**src/rtl/psd_pkg.sv**
```systemverilog
package psd_pkg;
  typedef enum logic {
    DIV_DIRECT  = 1'b0,
    DIV_SWALLOW = 1'b1
  } div_mode_e;
endpackage

```
**src/rtl/psd_counter.sv**
```systemverilog
module psd_counter #(
  parameter int W = 8
) (
  input  logic         clk_i,
  input  logic         rst_ni,
  input  logic         step_i,
  input  logic         clr_i,
  output logic [W-1:0] cnt_o
);
  logic [W-1:0] cnt_q;

  always_ff @(posedge clk_i or negedge rst_ni) begin
    if (!rst_ni)     cnt_q <= '0;
    else if (clr_i)  cnt_q <= '0;
    else if (step_i) cnt_q <= cnt_q + W'(1);
  end

  assign cnt_o = cnt_q;
endmodule

```
**src/rtl/psd_cfg_shadow.sv**
```systemverilog
module psd_cfg_shadow
  import psd_pkg::*;
#(
  parameter int N1_W   = 6,
  parameter int N2_W   = 10,
  parameter int DEF_N1 = 3,
  parameter int DEF_N2 = 10
) (
  input  logic            clk_i,
  input  logic            rst_ni,
  input  logic            load_i,
  input  logic            swallow_i,
  input  logic [N1_W-1:0] n1_i,
  input  logic [N2_W-1:0] n2_i,
  output div_mode_e       mode_o,
  output logic [N1_W-1:0] n1_o,
  output logic [N2_W-1:0] n2_o
);
  div_mode_e       mode_q;
  logic [N1_W-1:0] n1_q;
  logic [N2_W-1:0] n2_q;

  always_ff @(posedge clk_i or negedge rst_ni) begin
    if (!rst_ni) begin
      mode_q <= DIV_SWALLOW;
      n1_q   <= N1_W'(DEF_N1);
      n2_q   <= N2_W'(DEF_N2);
    end else if (load_i) begin
      mode_q <= swallow_i ? DIV_SWALLOW : DIV_DIRECT;
      n1_q   <= n1_i;
      n2_q   <= n2_i;
    end
  end

  assign mode_o = mode_q;
  assign n1_o   = n1_q;
  assign n2_o   = n2_q;
endmodule

```
**src/rtl/pswallow_div.sv**
```systemverilog
module pswallow_div
  import psd_pkg::*;
#(
  parameter int N1_W   = 6,
  parameter int N2_W   = 10,
  parameter int DEF_N1 = 3,
  parameter int DEF_N2 = 10
) (
  input  logic            clk_i,
  input  logic            rst_ni,
  input  logic            pre_tick_i,
  input  logic            swallow_i,
  input  logic [N1_W-1:0] n1_i,
  input  logic [N2_W-1:0] n2_i,
  output logic            mod_sel_o,
  output logic            cmp_pulse_o
);
  div_mode_e       mode_q;
  logic [N1_W-1:0] n1_q;
  logic [N2_W-1:0] n2_q;
  logic [N1_W-1:0] sw_cnt;
  logic [N2_W-1:0] main_cnt;
  logic            last_tick;
  logic            wrap;
  logic            swallowing;
  logic            pulse_q;

  // terminal strobe of the division cycle
  assign last_tick  = (main_cnt == n2_q - N2_W'(1));
  assign wrap       = pre_tick_i && last_tick;
  assign swallowing = (mode_q == DIV_SWALLOW) && (sw_cnt != n1_q);

  psd_cfg_shadow #(
    .N1_W  (N1_W),
    .N2_W  (N2_W),
    .DEF_N1(DEF_N1),
    .DEF_N2(DEF_N2)
  ) u_shadow (
    .clk_i    (clk_i),
    .rst_ni   (rst_ni),
    .load_i   (wrap),
    .swallow_i(swallow_i),
    .n1_i     (n1_i),
    .n2_i     (n2_i),
    .mode_o   (mode_q),
    .n1_o     (n1_q),
    .n2_o     (n2_q)
  );

  psd_counter #(.W(N2_W)) u_main (
    .clk_i (clk_i),
    .rst_ni(rst_ni),
    .step_i(pre_tick_i),
    .clr_i (wrap),
    .cnt_o (main_cnt)
  );

  psd_counter #(.W(N1_W)) u_swallow (
    .clk_i (clk_i),
    .rst_ni(rst_ni),
    .step_i(pre_tick_i && swallowing),
    .clr_i (wrap),
    .cnt_o (sw_cnt)
  );

  always_ff @(posedge clk_i or negedge rst_ni) begin
    if (!rst_ni) pulse_q <= 1'b0;
    else         pulse_q <= wrap;
  end

  assign mod_sel_o   = swallowing;
  assign cmp_pulse_o = pulse_q;
endmodule

```
**config.mk**
```make
export PLATFORM = sky130hd
export DESIGN_NAME = pswallow_div
export DESIGN_NICKNAME = d
export VERILOG_FILES = /design/src/rtl/psd_pkg.sv /design/src/rtl/psd_counter.sv /design/src/rtl/psd_cfg_shadow.sv /design/src/rtl/pswallow_div.sv
export SDC_FILE = /design/constraint.sdc
export NUM_CORES = 1
export LEC_CHECK = 0
export CORE_MARGIN = 5
export CORE_UTILIZATION = 45
export DETAILED_ROUTE_END_ITERATION = 8
export DONT_BUFFER_PORTS = 1
export PLACE_DENSITY_LB_ADDON = 0.08
export SLEW_MARGIN = 10
export SYNTH_ARGS = -nofsm -noshare
export SYNTH_HDL_FRONTEND = slang
export SYNTH_SLANG_ARGS = --single-unit
```
**constraint.sdc**
```tcl
create_clock -name clk_i -period 3.7 [get_ports clk_i]
set_clock_uncertainty 0.1 [all_clocks]
set_input_delay 0.925 -clock clk_i [delete_from_list [all_inputs] [get_ports clk_i]]
set_output_delay 0.925 -clock clk_i [all_outputs]
set_load 0.03 [all_outputs]
```
==> flow_metrics.env <==
export IMPL_hold_class="input pin to async pin"
export IMPL_vias=1175
export IMPL_cts_made_buffers=5
export IMPL_grt_max_degree=35
export IMPL_dr_pass1_iters=4
export IMPL_fin_cells=217
export IMPL_max_slew_worst_pin_slew_ns=0.469
export IMPL_r2r_start="u_shadow.n2_o[1]$_DFFE_PN1P_"
export IMPL_grt_pass1_wl_um=5750
export IMPL_syn_cell_area_um2=1930
export IMPL_dp_hpwl_um=2540
export IMPL_fin_area_um2=2060
export IMPL_rows=23
export IMPL_core_um2=4090
export IMPL_clk_pin_slew_worst_paths_ns=0.08
export IMPL_avgViaCountPerCell=5.41
export IMPL_fp_dieW_um=75.5
export IMPL_endpoint_kind="register"
export IMPL_crit_required_ns=3.77
export IMPL_synthCells=166
export IMPL_rsz0062_at_grt="no"
export IMPL_synth_warnings=0
export IMPL_grt_ovfl_total=0
export IMPL_first_global_vias=1168
export IMPL_htree_levels=2
export IMPL_wirelength_um=3410
export IMPL_diodes=0
export IMPL_syn_nets=189
export IMPL_cts_resized=0
export IMPL_finalCriticalPeriod_ns=3.01
export IMPL_hold_viol=0
export IMPL_clkSinkCount=34
export IMPL_crit_start="u_shadow.n2_o[1]$_DFFE_PN1P_"
export IMPL_synth_distinct_cells=35
export IMPL_r2r_setup_slack_ns=0.69
export IMPL_tns_ns=0
export IMPL_die_area_um2=5700
export IMPL_drtIter0Drc=80
export IMPL_power_mw=0.941
export IMPL_die_h_um=75.5
export IMPL_route_detailed_wl_per_inst_um=15.7
export IMPL_power_density_nw_per_um2=456
export IMPL_drv_cap=0
export IMPL_syn_to_final_growth_pct=6.94
export IMPL_dp_cells=209
export IMPL_clk_path_buf_depth=2
export IMPL_startpoint_type="register"
export IMPL_layout_nets=189
export IMPL_synth_seq_cells=34
export IMPL_post_route_period_util_pct=81.3
export IMPL_io_pins=22
export IMPL_ant_nets=0
export IMPL_vdd_ir_drop_max_uv=189
export IMPL_start_util_pct=47.2
export IMPL_postCtsSetupRepairBufs=0
export IMPL_synth_area_leaders="dfrtp_1 38%, mux2_4 12%, xor2_1 8.2%"
export IMPL_grt_usage_pct=13.5
export IMPL_cts_root_buf="clkbuf_8"
export IMPL_worstPathArrival_ns=3.08
export IMPL_p_leak_nw=0.986
export IMPL_critical_path_class="register to register"
export IMPL_status="completed"
export IMPL_synth_top_cell_area_share_pct=37.6
export IMPL_antenna_found_initial=0
export IMPL_tritoncts="built"
export IMPL_avgSynthCellArea_um2=11.6
export IMPL_drc_errors=0
export IMPL_fmaxAchievable_mhz=332
export IMPL_dpl_cell_area_um2=1930
export IMPL_drive_gt1_share_pct=21.0
export IMPL_gp_congestion=0.866
export IMPL_setup_viol=0
export IMPL_clock_latency_ns=0.28
export IMPL_yosysSeqAreaShare_pct=44.4
export IMPL_port_buffers=0
export IMPL_slew_headroom_pct=68.5
export IMPL_yosysTopAreaCell="dfrtp_1"
export IMPL_slew_violations=0
export IMPL_holdBufCountCts=0
export IMPL_crit_fanout=25
## state kept, by name, summed over array words and instances, names as in the netlist
signal	count
u_main.cnt_o	10
u_shadow.n2_o	10
u_shadow.n1_o	6
u_swallow.cnt_o	6
cmp_pulse_o	1
u_shadow.mode_o	1
## Yosys cell counts (all sizes together)
cell type	n
dfrtp	29
nor2	19
xor2	18
mux2	17
xnor2	14
nand2	9
and3	7
nand3	6
buf	5
dfstp	5
inv	4
nand4	4
clkbuf	3
ha	3
nor3	3
o211ai	3
a21oi	2
nand2b	2
o21ai	2
a2111oi	1
a221oi	1
a41oi	1
and4bb	1
mux2i	1
nor4	1
o21ba	1
o22ai	1
o311a	1
o31a	1
xnor3	1
## final cells by class
cell class	instances	area, µm²
Clock inverter	3	68.8
Fill cell	378	2020
Multi-Input combinational cell	120	971
Timing Repair Buffer	1	20.0
Inverter	4	15.0
Clock buffer	5	68.8
Sequential cell	34	857
Tap cell	50	62.6
## cells in the final DEF, fill, tap and decap left out, drive strengths merged, types with 2 or more instances in the layout
cell type / n
clkbuf: 5
o21ai: 2
and3: 7
mux2: 17
dfstp: 5
o211ai: 3
nand3: 6
nand2b: 2
dfrtp: 29
inv: 4
nand2: 9
xnor2: 14
nor3: 3
nand4: 4
bufinv: 2
nor2: 19
ha: 3
a21oi: 2
xor2: 18
## worst paths after layout
kind	cells after the start	endpoint
worst max-delay path	9	u_shadow.n2_o[4]$_DFFE_PN0P_
worst min-delay path	0	u_main.cnt_o[0]$_DFFE_PN0P_
worst max register to register	9	u_shadow.n2_o[4]$_DFFE_PN0P_
worst min register to register	1	u_shadow.n1_o[2]$_DFFE_PN0P_
max in group asynchronous	0	u_shadow.n2_o[1]$_DFFE_PN1P_
min in group clk_i	1	u_shadow.n1_o[2]$_DFFE_PN0P_
## worst max-delay path, cell delays in order, from the launching register on
cell	delay, ns
dfstp_2	0.56
inv_1	0.04
ha_1	0.27
o21ba_1	0.20
a221oi_1	0.27
a41oi_1	0.09
a2111oi_2	0.36
and3_1	0.43
buf_12	0.25
mux2_4	0.31
## layer usage
metal	vias to the layer above	part of all wire (%)	GRT usage [%]
met5	-	0	0
met4	0	1.1	4.66
met3	4	3.6	4.62
met2	18	49	21.5
met1	582	46	17.2
li1	571	-	-
## logic make-up after synthesis
group / Yosys count / share of synthesized area, %
buffers and inverters: 12 / 5.25
AO/OA/AOI/OAI: 14 / 5.71
AND/OR/NAND/NOR: 52 / 13.6
multiplexers: 18 / 13.4
flip-flops: 34 / 44.4
adder cells (fa/ha/maj): 3 / 1.95
XOR/XNOR: 33 / 15.7
## power breakdown
part | internal, mW | switching [mW] | total [mW]
clock | 0.270 | 0.140 | 0.410
combinational | 0.0460 | 0.0375 | 0.0835
sequential | 0.399 | 0.0485 | 0.447
total | 0.715 | 0.226 | 0.941
## metrics by stage
step | setup slack, ns | util (%) | hold WS [ns]
2_1_floorplan | 0.995 | - | 0.402
3_3_place_gp | 0.722 | 47.1 | 0.420
3_5_place_dp | 0.682 | 47.1 | 0.424
4_1_cts | 0.658 | 50.5 | 0.218
5_1_grt | 0.482 | 50.5 | 0.209
6_report | 0.692 | 50.5 | 0.228
No activity file was read; power rests on OpenSTA's default activity.
